**src/rtl/seg_disp_pkg.sv**
```systemverilog
package seg_disp_pkg;

    localparam int DATA_W = 8;
    localparam int SEG_W  = 7;

    typedef logic [DATA_W-1:0] disp_byte_t;
    typedef logic [SEG_W-1:0]  seg_pat_t;

    // Kind of glyph that a stored byte maps to
    typedef enum logic [1:0] {
        GK_HEX   = 2'd0,
        GK_BLANK = 2'd1,
        GK_QUERY = 2'd2
    } glyph_kind_e;

    // Decoder datapath word: kind plus the nibble that a hex glyph needs
    typedef struct packed {
        glyph_kind_e kind;
        logic [3:0]  nib;
    } glyph_sel_t;

    localparam disp_byte_t BLANK_CODE = 8'hFF;
    localparam seg_pat_t   PAT_BLANK  = 7'h00;
    localparam seg_pat_t   PAT_QUERY  = 7'h53;

    function automatic glyph_sel_t classify(input disp_byte_t v);
        glyph_sel_t s;
        s.nib = v[3:0];
        if (v == BLANK_CODE)
            s.kind = GK_BLANK;
        else if (v[7:4] == 4'h0)
            s.kind = GK_HEX;
        else
            s.kind = GK_QUERY;
        return s;
    endfunction

    // Segment order {g,f,e,d,c,b,a}
    function automatic seg_pat_t hex_glyph(input logic [3:0] n);
        seg_pat_t p;
        case (n)
            4'h0: p = 7'h3F;
            4'h1: p = 7'h06;
            4'h2: p = 7'h5B;
            4'h3: p = 7'h4F;
            4'h4: p = 7'h66;
            4'h5: p = 7'h6D;
            4'h6: p = 7'h7D;
            4'h7: p = 7'h07;
            4'h8: p = 7'h7F;
            4'h9: p = 7'h6F;
            4'hA: p = 7'h77;
            4'hB: p = 7'h7C;
            4'hC: p = 7'h39;
            4'hD: p = 7'h5E;
            4'hE: p = 7'h79;
            default: p = 7'h71;
        endcase
        return p;
    endfunction

endpackage

```
**src/rtl/seg_wr_demux.sv**
```systemverilog
module seg_wr_demux #(
    parameter int NUM_SLOTS = 4,
    parameter int IDX_W     = 3
) (
    input  logic                 wr_en,
    input  logic [IDX_W-1:0]     wr_idx,
    output logic [NUM_SLOTS-1:0] slot_we
);

    // Full-width compare: indices past the last slot select nothing
    for (genvar k = 0; k < NUM_SLOTS; k++) begin : g_sel
        assign slot_we[k] = wr_en && (wr_idx == IDX_W'(k));
    end

endmodule

```
**src/rtl/seg_slot_reg.sv**
```systemverilog
module seg_slot_reg
    import seg_disp_pkg::*;
(
    input  logic       clk,
    input  logic       rst,
    input  logic       we,
    input  disp_byte_t din,
    output disp_byte_t q
);

    always_ff @(posedge clk) begin
        if (rst)
            q <= BLANK_CODE;
        else if (we)
            q <= din;
    end

endmodule

```
**src/rtl/seg_glyph_dec.sv**
```systemverilog
module seg_glyph_dec
    import seg_disp_pkg::*;
(
    input  disp_byte_t val,
    output seg_pat_t   pat
);

    glyph_sel_t sel;

    always_comb begin
        sel = classify(val);
        case (sel.kind)
            GK_HEX:   pat = hex_glyph(sel.nib);
            GK_BLANK: pat = PAT_BLANK;
            default:  pat = PAT_QUERY;
        endcase
    end

endmodule

```
**src/rtl/seg_disp_bank.sv**
```systemverilog
module seg_disp_bank
    import seg_disp_pkg::*;
#(
    parameter int NUM_SLOTS = 4,
    parameter int IDX_W     = 3
) (
    input  logic                                clk,
    input  logic                                rst,
    input  logic                                wr_en,
    input  logic [IDX_W-1:0]                    wr_idx,
    input  logic [DATA_W-1:0]                   wr_data,
    output logic [NUM_SLOTS-1:0][SEG_W-1:0]     seg_o
);

    localparam int MIN_IDX_W = (NUM_SLOTS > 1) ? $clog2(NUM_SLOTS) : 1;

    initial begin
        if (IDX_W < MIN_IDX_W)
            $error("IDX_W too narrow for NUM_SLOTS");
    end

    logic [NUM_SLOTS-1:0] slot_we;
    disp_byte_t           slot_val [NUM_SLOTS];

    seg_wr_demux #(
        .NUM_SLOTS (NUM_SLOTS),
        .IDX_W     (IDX_W)
    ) u_demux (
        .wr_en   (wr_en),
        .wr_idx  (wr_idx),
        .slot_we (slot_we)
    );

    for (genvar k = 0; k < NUM_SLOTS; k++) begin : g_slot
        seg_slot_reg u_reg (
            .clk (clk),
            .rst (rst),
            .we  (slot_we[k]),
            .din (wr_data),
            .q   (slot_val[k])
        );

        seg_glyph_dec u_dec (
            .val (slot_val[k]),
            .pat (seg_o[k])
        );
    end

endmodule

```
**config.mk**
```make
export PLATFORM = sky130hd
export DESIGN_NAME = seg_disp_bank
export DESIGN_NICKNAME = d
export VERILOG_FILES = /design/src/rtl/seg_disp_pkg.sv /design/src/rtl/seg_wr_demux.sv /design/src/rtl/seg_slot_reg.sv /design/src/rtl/seg_glyph_dec.sv /design/src/rtl/seg_disp_bank.sv
export SDC_FILE = /design/constraint.sdc
export NUM_CORES = 1
export LEC_CHECK = 0
export ABC_AREA = 1
export BUFFER_PORTS_ARGS = -buffer_cell sky130_fd_sc_hd__buf_2
export CELL_PAD_IN_SITES_DETAIL_PLACEMENT = 1
export CELL_PAD_IN_SITES_GLOBAL_PLACEMENT = 1
export CORE_ASPECT_RATIO = 0.7
export CORE_MARGIN = 2
export CORE_UTILIZATION = 43
export CTS_BUF_LIST = sky130_fd_sc_hd__clkbuf_8
export DETAILED_ROUTE_END_ITERATION = 8
export PLACE_DENSITY_LB_ADDON = 0.05
export SYNTH_ARGS = -nofsm -noshare
export SYNTH_HDL_FRONTEND = slang
export SYNTH_HIERARCHICAL = 1
export SYNTH_SLANG_ARGS = --single-unit
```
**constraint.sdc**
```tcl
create_clock -name clk -period 1.95 [get_ports clk]
set_input_delay 0.39 -clock clk [delete_from_list [all_inputs] [get_ports clk]]
set_output_delay 0.39 -clock clk [all_outputs]
set_load 0.005 [all_outputs]
```
==> impl_results.html <==
<table>
<tr><th>Metric</th><th>Value</th></tr>
<tr><th colspan="2">Floorplanning</th></tr>
<tr><td>Core box area</td><td>5780 um2</td></tr>
<tr><td>Initial cell density of the core</td><td>45.2%</td></tr>
<tr><td>Total I/O pin count</td><td>42</td></tr>
<tr><td>Standard-cell row count</td><td>23</td></tr>
<tr><td>Die Span X</td><td>97.2 um</td></tr>
<tr><td>Die H</td><td>69.2 um</td></tr>
<tr><td>Die footprint</td><td>6730 um2</td></tr>
<tr><th colspan="2">Worst setup path</th></tr>
<tr><td>Worst Reg2Reg Path Length in Cells</td><td>3</td></tr>
<tr><td>Crit. End Element</td><td>output pin</td></tr>
<tr><td>Delay-heaviest family, CP</td><td>flip-flops</td></tr>
<tr><td>Critical Path, Cell by Cell</td><td>inv_1 -&gt; ha_1 -&gt; nand2_1 -&gt; nand3_1 -&gt; nand2_1 -&gt; nand2_1 -&gt; nand2_1 -&gt; buf_2</td></tr>
<tr><td>Critical R2R Capture</td><td>g_slot[0].u_reg/q[3]</td></tr>
<tr><td>Data arrival time at the worst-slack endpoint</td><td>1470 ps</td></tr>
<tr><td>Startpoint types</td><td>flop</td></tr>
<tr><td>Buffers and inverters on the worst path</td><td>2</td></tr>
<tr><td>Crit-path most repeated cell</td><td>nand2_1</td></tr>
<tr><td>Critical path's largest stage delay</td><td>360 ps</td></tr>
<tr><td>Logic depth of the worst path, buffers included</td><td>8</td></tr>
<tr><td>Critical-path top delay cell</td><td>dfxtp_4</td></tr>
<tr><td>R2R Path Start</td><td>g_slot[0].u_reg/q[3]</td></tr>
<tr><td>Setup slack of the worst register-to-register path</td><td>1130 ps</td></tr>
<tr><td>Critical path data required time</td><td>1560 ps</td></tr>
<tr><td>Crit Path Class</td><td>reg2out</td></tr>
<tr><td>Biggest fanout along the worst timing path</td><td>3</td></tr>
<tr><th colspan="2">GRT</th></tr>
<tr><td>Wire length of the first global-routing pass</td><td>12800 um</td></tr>
<tr><td>Pin count of the biggest net entering global routing</td><td>12</td></tr>
<tr><td>Antenna violations before repair</td><td>0</td></tr>
<tr><td>Leftover overflow at the end of global routing</td><td>0</td></tr>
<tr><td>Vias in the first global route</td><td>2741</td></tr>
<tr><td>Overall global routing resource usage</td><td>22.7%</td></tr>
<tr><th colspan="2">Timing</th></tr>
<tr><td>Least setup slack across all paths after layout</td><td>90.9 ps</td></tr>
<tr><td>Slew Viols, Final</td><td>0</td></tr>
<tr><td>Setup repair after global routing missed its margin</td><td>true</td></tr>
<tr><td>Slew Limit Headroom</td><td>64.6%</td></tr>
<tr><td>Portion of the clock cycle consumed by the worst path in the final layout</td><td>95.3%</td></tr>
<tr><td>Shortest period the worst path allows</td><td>1860 ps</td></tr>
<tr><td>FMAX</td><td>0.538 GHz</td></tr>
<tr><td>Fin Clk Skew</td><td>0 ps</td></tr>
<tr><td>Number of endpoints failing setup at the final stage</td><td>0</td></tr>
<tr><td>Final hold vios</td><td>0</td></tr>
<tr><td>Final hold slack</td><td>399 ps</td></tr>
<tr><td>Transition at the pin with the smallest max-transition slack</td><td>529 ps</td></tr>
<tr><th colspan="2">Clocking</th></tr>
<tr><td>Root buf cell</td><td>clkbuf_8</td></tr>
<tr><td>Later-pin clock latency in the skew report</td><td>280 ps</td></tr>
<tr><td>Number of buffers inserted during clock tree synthesis</td><td>5</td></tr>
<tr><td>CTS Buffer Depth</td><td>2</td></tr>
<tr><td>CTS tree</td><td>built</td></tr>
<tr><td>Hold buffer count at CTS</td><td>0</td></tr>
<tr><td>H-tree depth</td><td>2</td></tr>
<tr><td>Clock Sinks</td><td>32</td></tr>
<tr><td>Clock transition at path regs</td><td>70 ps</td></tr>
<tr><th colspan="2">Yosys</th></tr>
<tr><td>Nets in the synthesized netlist</td><td>464</td></tr>
<tr><td>Count of yosys warnings during synthesis</td><td>6</td></tr>
<tr><td>Post-synthesis share of cell area spent on and, or, nand and nor gates</td><td>48.8%</td></tr>
<tr><td>Post-synth top flop</td><td>dfxtp_1</td></tr>
<tr><td>Yosys top cell area share</td><td>24.5%</td></tr>
<tr><td>Unique cell type count in the Yosys netlist</td><td>19</td></tr>
<tr><td>Synth top area cells</td><td>dfxtp_1, nand2_1, nand3_1</td></tr>
<tr><td>Biggest area consumer among synthesized cells</td><td>dfxtp_1</td></tr>
<tr><td>Synth Area in Compound Gates</td><td>3.25%</td></tr>
<tr><td>Fraction of the yosys area taken by sequential cells</td><td>24.5%</td></tr>
<tr><td>Post-Synthesis Mean Instance Area</td><td>6.14 um2</td></tr>
<tr><td>Cells after synthesis</td><td>426</td></tr>
<tr><td>Leading post-synthesis cells by instance count</td><td>nand2_1, nand3_1, nor2_1, inv_1, dfxtp_1</td></tr>
<tr><td>Main combinational cell family by area after synthesis</td><td>simple AND/OR/NAND/NOR gates</td></tr>
<tr><td>Seq cells post-synth</td><td>32</td></tr>
<tr><td>Most instantiated library cell after synthesis</td><td>nand2_1</td></tr>
<tr><td>Fraction of registers with async set/reset</td><td>0%</td></tr>
<tr><td>Post-synthesis xor/xnor area fraction</td><td>0%</td></tr>
<tr><td>Fraction of synthesized area in multiplexers</td><td>0%</td></tr>
<tr><td>Mapped cell area</td><td>2620 um2</td></tr>
<tr><td>Post-synth EDFFs</td><td>0</td></tr>
<tr><td>Post-synthesis share of cell area spent on full adders, half adders and majority gates</td><td>11.5%</td></tr>
<tr><th colspan="2">Layout</th></tr>
<tr><td>Area overhead of the layout relative to synthesis</td><td>20.7%</td></tr>
<tr><td>Register name with the most flops</td><td>g_slot.u_reg/q</td></tr>
<tr><td>Final layout net count</td><td>513</td></tr>
<tr><td>Number of antenna cells inserted</td><td>0</td></tr>
<tr><td>Fraction of final layout cells sized beyond drive strength 1</td><td>27.5%</td></tr>
<tr><td>Finished layout cell area</td><td>3160 um2</td></tr>
<tr><td>Filler Cells Inserted</td><td>837</td></tr>
<tr><td>Registers with the most flip-flops</td><td>g_slot.u_reg/q: 32 flops</td></tr>
<tr><td>Largest register FFs</td><td>32</td></tr>
<tr><th colspan="2">Routing</th></tr>
<tr><td>Post-route ant nets</td><td>0</td></tr>
<tr><td>Final wirelength</td><td>7690 um</td></tr>
<tr><td>Top routing layer used</td><td>met4</td></tr>
<tr><td>Routed length per placed instance</td><td>14.0 um</td></tr>
<tr><td>Met3 Wirelength</td><td>285 um</td></tr>
<tr><td>Metal1 wirelength</td><td>4070 um</td></tr>
<tr><td>Per-cell via count in the routed design</td><td>5.07</td></tr>
<tr><td>Met2 routed wirelength</td><td>3320 um</td></tr>
<tr><td>Initial DRT Pass Iterations</td><td>4</td></tr>
<tr><td>Vias</td><td>2796</td></tr>
<tr><td>Post-detailed-route DRC marker count</td><td>0</td></tr>
<tr><td>Initial DRC count</td><td>85</td></tr>
<tr><th colspan="2">Hold path</th></tr>
<tr><td>Start point of the worst min-delay path</td><td>wr_data[2]</td></tr>
<tr><td>Worst Hold Path EP</td><td>g_slot[0].u_reg/q[2]</td></tr>
<tr><td>Worst hold-check path type</td><td>in2reg</td></tr>
<tr><td>Worst hold path depth</td><td>3</td></tr>
<tr><th colspan="2">Outcome</th></tr>
<tr><td>Result of the run</td><td>finished clean</td></tr>
<tr><th colspan="2">Power and ir drop</th></tr>
<tr><td>Leakage power summed over all cells</td><td>1.74 nW</td></tr>
<tr><td>Peak VDD IR</td><td>0.311 mV</td></tr>
<tr><td>Power Density</td><td>570 nW/um2</td></tr>
<tr><th colspan="2">Placed design</th></tr>
<tr><td>Post-detailed-placement half-perimeter wirelength</td><td>5980 um</td></tr>
<tr><td>Pre-CTS worst setup slack</td><td>237 ps</td></tr>
<tr><td>GP Congestion</td><td>0.835</td></tr>
<tr><td>Port Buf Inserts</td><td>41</td></tr>
<tr><td>Post-place instance area</td><td>2850 um2</td></tr>
<tr><th colspan="2">Job</th></tr>
<tr><td>Maxcap violations</td><td>0</td></tr>
</table>
[cell type report]
cell class,instances,area (um2),area share (%)
clock buffer,7,96.3,3.05
clock inverter,1,30.0,0.952
inverter,49,209,6.62
multi-input combinational,335,1750,55.4
sequential,32,678,21.5
tap,75,93.8,2.97
timing repair buffer,52,300,9.52
[worst max-delay path by stage]
stage / start / endpoint / slack [ps]
2_1_floorplan: g_slot[0].u_reg/q[0] / seg_o[1] / 500
3_3_place_gp: g_slot[2].u_reg/q[1] / seg_o[15] / 300
3_5_place_dp: g_slot[2].u_reg/q[0] / seg_o[15] / 240
4_1_cts: g_slot[3].u_reg/q[0] / seg_o[22] / 0.04
5_1_grt: g_slot[3].u_reg/q[1] / seg_o[21] / -20
6_report: g_slot[3].u_reg/q[1] / seg_o[21] / 90
[kinds of logic after synthesis]
logic type,count (synthesis)
compound gates,16
simple gates,295
fa+ha+maj,24
buf+inv,59
flops,32
[power breakdown]
part	switching, mW	internal (mW)
registers	0.0396	0.672
clock network	0.254	0.451
logic	0.227	0.156
[cell usage in the layout (no fill, tap or decap), types with 7 or more instances in the layout]
master,n
nand2_1,154
o21ai_1,8
ha_1,17
dfxtp_4,8
dfxtp_1,18
buf_2,41
nand3_1,68
nand2_2,17
clkbuf_8,7
inv_1,26
buf_4,10
inv_2,14
nor2_1,46
[layer usage]
metal	vias to the layer above	track usage, %
li1	1429	-
met1	1312	34.4
met2	53	35.4
met3	2	3.63
met4	0	1.85
met5	-	0
[metrics by stage]
stage | power [mW] | setup TNS, ps | cells | util [%]
after global routing | 1.90 | -40.7 | 551 | 54.6
after global placement | 1.08 | 0 | 538 | 49.2
final | 1.80 | 0 | 551 | 54.6
after floorplan | 0.957 | 0 | 426 | -
after CTS | 1.79 | 0 | 546 | 51.5
after detailed placement | 1.09 | 0 | 538 | 49.2
[what timing repair did]
action | CTS | global route
pin swaps | 0 | 9
setup endpoints to repair | 9 | 16
cloned | 0 | 0
setup buffers | 0 | 5
resized for setup | 7 | 43
hold endpoints to repair | 0 | 0
[worst min-delay path: cells and delay by family]
kind | cells | cell delay [ps]
buf+inv | 1 | 130
simple gates | 2 | 130
No activity file was read; power rests on OpenSTA's default activity.
